`config.mk`:
```
export PLATFORM = sky130hd
export DESIGN_NAME = ext_wr_sequencer
export DESIGN_NICKNAME = d
export VERILOG_FILES = /design/src/rtl/ext_wr_sequencer.sv
export SDC_FILE = /design/constraint.sdc
export NUM_CORES = 1
export LEC_CHECK = 0
export BUFFER_PORTS_ARGS = -buffer_cell sky130_fd_sc_hd__clkbuf_2
export CORE_MARGIN = 5
export CORE_UTILIZATION = 45
export DETAILED_ROUTE_END_ITERATION = 12
export PLACE_DENSITY_LB_ADDON = 0.05
export SLEW_MARGIN = 15
export SYNTH_ARGS = -nofsm -noshare
export SYNTH_HDL_FRONTEND = slang
export SYNTH_SLANG_ARGS = --single-unit
```
`constraint.sdc`:
```
create_clock -name clk -period 1.9 [get_ports clk]
set_input_delay 0.19 -clock clk [delete_from_list [all_inputs] [get_ports clk]]
set_output_delay 0.19 -clock clk [all_outputs]
set_load 0.05 [all_outputs]
```
`src/rtl/ext_wr_sequencer.sv`:
```
module ext_wr_sequencer #(
  parameter int AW    = 20,
  parameter int DW    = 32,
  parameter int CW    = 4,
  parameter int ZONES = 3,
  parameter int ZW    = 2
) (
  input  logic          clk,
  input  logic          rst_n,
  input  logic [CW-1:0] cfg_lead,
  input  logic [CW-1:0] cfg_active,
  input  logic [CW-1:0] cfg_trail,
  input  logic          cfg_use_rdy,
  input  logic          cfg_half_clk,
  input  logic          cfg_bus32,
  input  logic          req_valid,
  output logic          req_ready,
  input  logic [AW-1:0] req_addr,
  input  logic [DW-1:0] req_data,
  input  logic [ZW-1:0] req_zone,
  output logic          done,
  output logic          bus_clk,
  output logic [ZONES-1:0] bus_cs_n,
  output logic          bus_rnw,
  output logic          bus_we0_n,
  output logic          bus_we1_n,
  output logic [AW-1:0] bus_addr,
  output logic [DW-1:0] bus_dout,
  output logic          bus_doe,
  input  logic          bus_rdy_async
);
  localparam int HW = DW / 2;
  localparam logic [CW-1:0] ONE = CW'(1);

  typedef enum logic [2:0] {S_IDLE, S_ALIGN, S_LEAD, S_ACT, S_TRAIL} st_t;

  st_t           st;
  logic [CW-1:0] cnt;
  logic          div_q, rdy_m, rdy_s, done_q;
  logic [AW-1:0] pend_addr, addr_q;
  logic [DW-1:0] data_q;
  logic [ZW-1:0] zone_q;

  function automatic logic [CW-1:0] at_least_one(input logic [CW-1:0] v);
    return (v == '0) ? ONE : v;
  endfunction

  wire aligned = !cfg_half_clk || !div_q;
  wire last    = (cnt == ONE);
  wire busy    = (st == S_LEAD) || (st == S_ACT) || (st == S_TRAIL);

  always_ff @(posedge clk or negedge rst_n) begin
    if (!rst_n) begin
      st        <= S_IDLE;
      cnt       <= '0;
      div_q     <= 1'b0;
      rdy_m     <= 1'b0;
      rdy_s     <= 1'b0;
      done_q    <= 1'b0;
      pend_addr <= '0;
      addr_q    <= '0;
      data_q    <= '0;
      zone_q    <= '0;
    end else begin
      div_q  <= !div_q;
      rdy_m  <= bus_rdy_async;
      rdy_s  <= rdy_m;
      done_q <= 1'b0;
      case (st)
        S_IDLE: if (req_valid) begin
          pend_addr <= req_addr;
          data_q    <= req_data;
          zone_q    <= req_zone;
          if (aligned) begin
            st     <= S_LEAD;
            addr_q <= req_addr;
            cnt    <= at_least_one(cfg_lead);
          end else begin
            st <= S_ALIGN;
          end
        end
        S_ALIGN: begin
          st     <= S_LEAD;
          addr_q <= pend_addr;
          cnt    <= at_least_one(cfg_lead);
        end
        S_LEAD: if (last) begin
          st  <= S_ACT;
          cnt <= at_least_one(cfg_active);
        end else begin
          cnt <= cnt - ONE;
        end
        S_ACT: if (!last) begin
          cnt <= cnt - ONE;
        end else if (!cfg_use_rdy || rdy_s) begin
          st  <= S_TRAIL;
          cnt <= at_least_one(cfg_trail);
        end
        S_TRAIL: if (last) begin
          st     <= S_IDLE;
          done_q <= 1'b1;
        end else begin
          cnt <= cnt - ONE;
        end
        default: st <= S_IDLE;
      endcase
    end
  end

  for (genvar i = 0; i < ZONES; i++) begin : g_cs
    assign bus_cs_n[i] = !(busy && zone_q == ZW'(i));
  end

  assign req_ready = (st == S_IDLE);
  assign done      = done_q;
  assign bus_clk   = cfg_half_clk ? div_q : clk;
  assign bus_rnw   = !busy;
  assign bus_we0_n = (st != S_ACT);
  assign bus_addr  = busy ? addr_q : {addr_q[AW-1:1], 1'b1};
  assign bus_we1_n = cfg_bus32 ? bus_we0_n : bus_addr[0];
  assign bus_doe   = (st == S_ACT) || (st == S_TRAIL);
  assign bus_dout  = cfg_bus32 ? data_q : {{(DW-HW){1'b0}}, data_q[HW-1:0]};
endmodule

```
==> flow_summary.toml <==
[status]
status = "finished, violations left"
violations = "setup timing"

[timing]
fin_ws_ps = -239
hold_violations = 0
max_freq_ghz = 0.467
final-setup-viol-count = 6
min_period_ps = 2140
worst_pin_slew_ps = 576
drv_slew = 0
finClkSkew_ps = 17.2
grt_setup_unrepaired = "true"
slew_headroom = 0.616
fin_tns_setup_ps = -794
period_share = 1.13

[logic_synthesis]
synth_edf_count = 0
synthDistinctLibCells = 41
ys_top_cells_by_area = "dfrtp_1, mux2_2, buf_4"
seq_area_frac_synth = 0.515
syn-instance-count = 343
async_flop_share = 1.00
syn_nets = 418
synth.top_cell.area_share = 0.515
synth_ff_type = "dfrtp_1"
yosys_warnings = 0
syn_avg_cell_area_um2 = 12.0
ys_ff_latch = 85
synth_area_um2 = 4130
yosys.area.top_type = "dfrtp_1"

[power]
combPwrFrac = 0.531
intPower_mw = 5.46
clkPwrFrac = 0.159
p_leak_nw = 2.76
seqPwrFrac = 0.310
power_density_nw_per_um2 = 1710
switchingPower_mw = 4.47
vdd_drop_max_mv = 0.877
switching_share = 0.450

[cells_and_area]
drive_above_1_share = 0.498
n_antenna_cell = 0
syn2layout_area_growth_pct = 40.5
final_area_um2 = 5800
finalCoreUtilization = 0.637
nNetsFinal = 596

[clock_network]
clk_pin_slew_ps = 70
cts_tree = "yes"
insertion_delay_ps = 460

[floorplan]
die_h_um = 106
die_area_um2 = 11200
pin_count = 135
die_w_um = 106
coreArea_um2 = 9110
start_util = 0.453
rows = 35

[routing]
via_per_inst = 4.93
dr.pass1.iters = 4
vias = 3138
drc = 0
drt_wl_total_um = 9560
wl_per_cell_um = 15.0
ant_nets = 0
drt_iter0_markers = 72

[global_routing]
grt_pass1_wl_um = 16100
first_global_vias = 3282
grt_use_total = 0.181
grt_max_degree = 45
antenna_found_initial = 0
gr-total-overflow = 0

[critical_path]
slowest_stage = "or3b_4"
cp_max_fo = 3
r2r_cells = 6
timing.rr.start = "cnt[1]$_DFFE_PN0P_"
crit_buf_inv = 2
required_ps = 1710
cp_slowest_stage_delay_ps = 420
critical_path_arrival_ps = 1950
worstSetupPathType = "reg2out"
cp-start-kind = "register"
crit_family = "simple AND/OR/NAND/NOR gates"
cp-end-kind = "output port"
cp_cell_sequence = "or3b_4 -> nand2_4 -> clkinvlp_4 -> or3_4 -> buf_8"
reg2reg_to = "cnt[0]$_DFFE_PN0P_"
rrSetupSlack_ps = 60

[placed_design]
place.gp.congestion = 0.848
hpwl_um = 6610
place_area_um2 = 4790
port_buffers = 134

[hold_path]
min_to = "cnt[3]$_DFFE_PN0P_"
min_from = "cfg_lead[3]"
holdPathStages = 3
hp-class = "in2reg"

[flow_run]
maxCapViolCount = 0
power by group through the flow:
stage / registers [mW] / logic (mW) / clock network, mW
global placement: 3.07 / 4.76 / 0.0631
floorplan: 3.00 / 4.22 / 0.0546
detailed placement: 3.11 / 4.81 / 0.0631
global route: 3.20 / 5.61 / 1.73
finish: 3.08 / 5.28 / 1.58
CTS: 3.07 / 5.11 / 1.64
what timing repair did:
item | CTS | global route
gates resized for setup | 15 | 24
hold buffers | 57 | 0
endpoints found under the setup margin | 9 | 13
setup buffers | 3 | 4
pin swaps | 2 | 3
hold endpoints to repair | 98 | 0
cells in the mapped netlist (2+ instances only):
library cell	number
clkbuf_1	7
nor2_1	4
mux2_1	2
nor3_2	2
or3_1	3
ha_1	2
and2_1	17
o221ai_1	2
nand3_1	2
mux2_2	57
a21boi_0	2
o22ai_1	2
buf_2	4
o211ai_1	2
dfrtp_1	85
nand2b_1	3
nand2_1	28
nor3_1	5
buf_4	35
o31ai_1	2
mux2i_1	23
buf_6	6
a21oi_1	3
inv_1	8
o21ai_0	20
o32ai_1	2
registers in the layout (all words and copies together), names as in the netlist, 2 cells and up:
name / count
zone_q: 2
cnt: 4
addr_q: 20
st: 3
pend_addr: 20
data_q: 32
cells by family (layout without fill, tap and decap cells):
| kind of cell | count (synthesis) | count (layout) | synth area share |
|---|---|---|---|
| xor+xnor | 1 | 1 | 0.00212 |
| compound gates | 42 | 42 | 0.0703 |
| mux | 82 | 82 | 0.217 |
| flops | 85 | 85 | 0.515 |
| fa+ha+maj | 2 | 2 | 0.00606 |
| buf+inv | 60 | 243 | 0.0985 |
| simple gates | 71 | 71 | 0.0915 |
worst min-delay path: stages:
cell and delay (ps):
clkbuf_2 100, o32ai_1 140, o31ai_2 70
layout make-up:
class / instances / area [um2]
clock buffer: 15 / 198
fill: 749 / 3310
sequential: 85 / 2130
multi-input combinational: 198 / 1680
inverter: 8 / 33.8
tap: 111 / 139
timing repair buffer: 215 / 1560
clock inverter: 5 / 65.1
through the flow:
| step | hold WS [ps] | worst slack, ps | instances | total power, mW |
|---|---|---|---|---|
| floorplan | -106 | -133 | 343 | 7.27 |
| global placement | 236 | 55.4 | 554 | 7.90 |
| detailed placement | 233 | 4.22 | 554 | 7.98 |
| CTS | 59.0 | -255 | 633 | 9.83 |
| global route | 85.8 | -307 | 637 | 10.5 |
| finish | 92.8 | -239 | 637 | 9.94 |
cells in the final DEF (no fill, tap or decap), drive strengths merged, types with 2 or more instances in the layout:
| master | n |
|---|---|
| dlygate4sd3 | 57 |
| mux2i | 23 |
| o211ai | 2 |
| a21boi | 2 |
| and2 | 17 |
| nand2 | 28 |
| nor2 | 4 |
| nand2b | 3 |
| or3 | 3 |
| o22ai | 2 |
| clkinv | 2 |
| o21ai | 20 |
| o31ai | 2 |
| or3b | 2 |
| clkbuf | 139 |
| ha | 2 |
| nor3 | 7 |
| mux2 | 59 |
| o221ai | 2 |
| a21oi | 3 |
| nand3 | 2 |
| buf | 34 |
| dfrtp | 85 |
| inv | 9 |
| o32ai | 2 |
per-layer routing:
layer	vias to the layer above	GRT usage	routed length [um]
met5	-	0	0
met4	0	0.0907	225
met3	21	0.0490	579
met2	98	0.299	4740
met1	1507	0.218	4020
li1	1512	-	-
worst max path at each step:
| stage | start | end | slack (ps) | cells past startpoint |
|---|---|---|---|---|
| 2_1_floorplan | st[1]$_DFFE_PN0P_ | bus_cs_n[0] | -130 | 6 |
| 3_3_place_gp | cnt[1]$_DFFE_PN0P_ | cnt[0]$_DFFE_PN0P_ | 60 | 6 |
| 3_5_place_dp | cnt[1]$_DFFE_PN0P_ | cnt[1]$_DFFE_PN0P_ | 4 | 6 |
| 4_1_cts | st[1]$_DFFE_PN0P_ | bus_cs_n[0] | -250 | 5 |
| 5_1_grt | st[0]$_DFFE_PN0P_ | bus_cs_n[0] | -310 | 5 |
| 6_report | st[1]$_DFFE_PN0P_ | bus_cs_n[0] | -240 | 5 |
(Power assumes the default switching activity.)
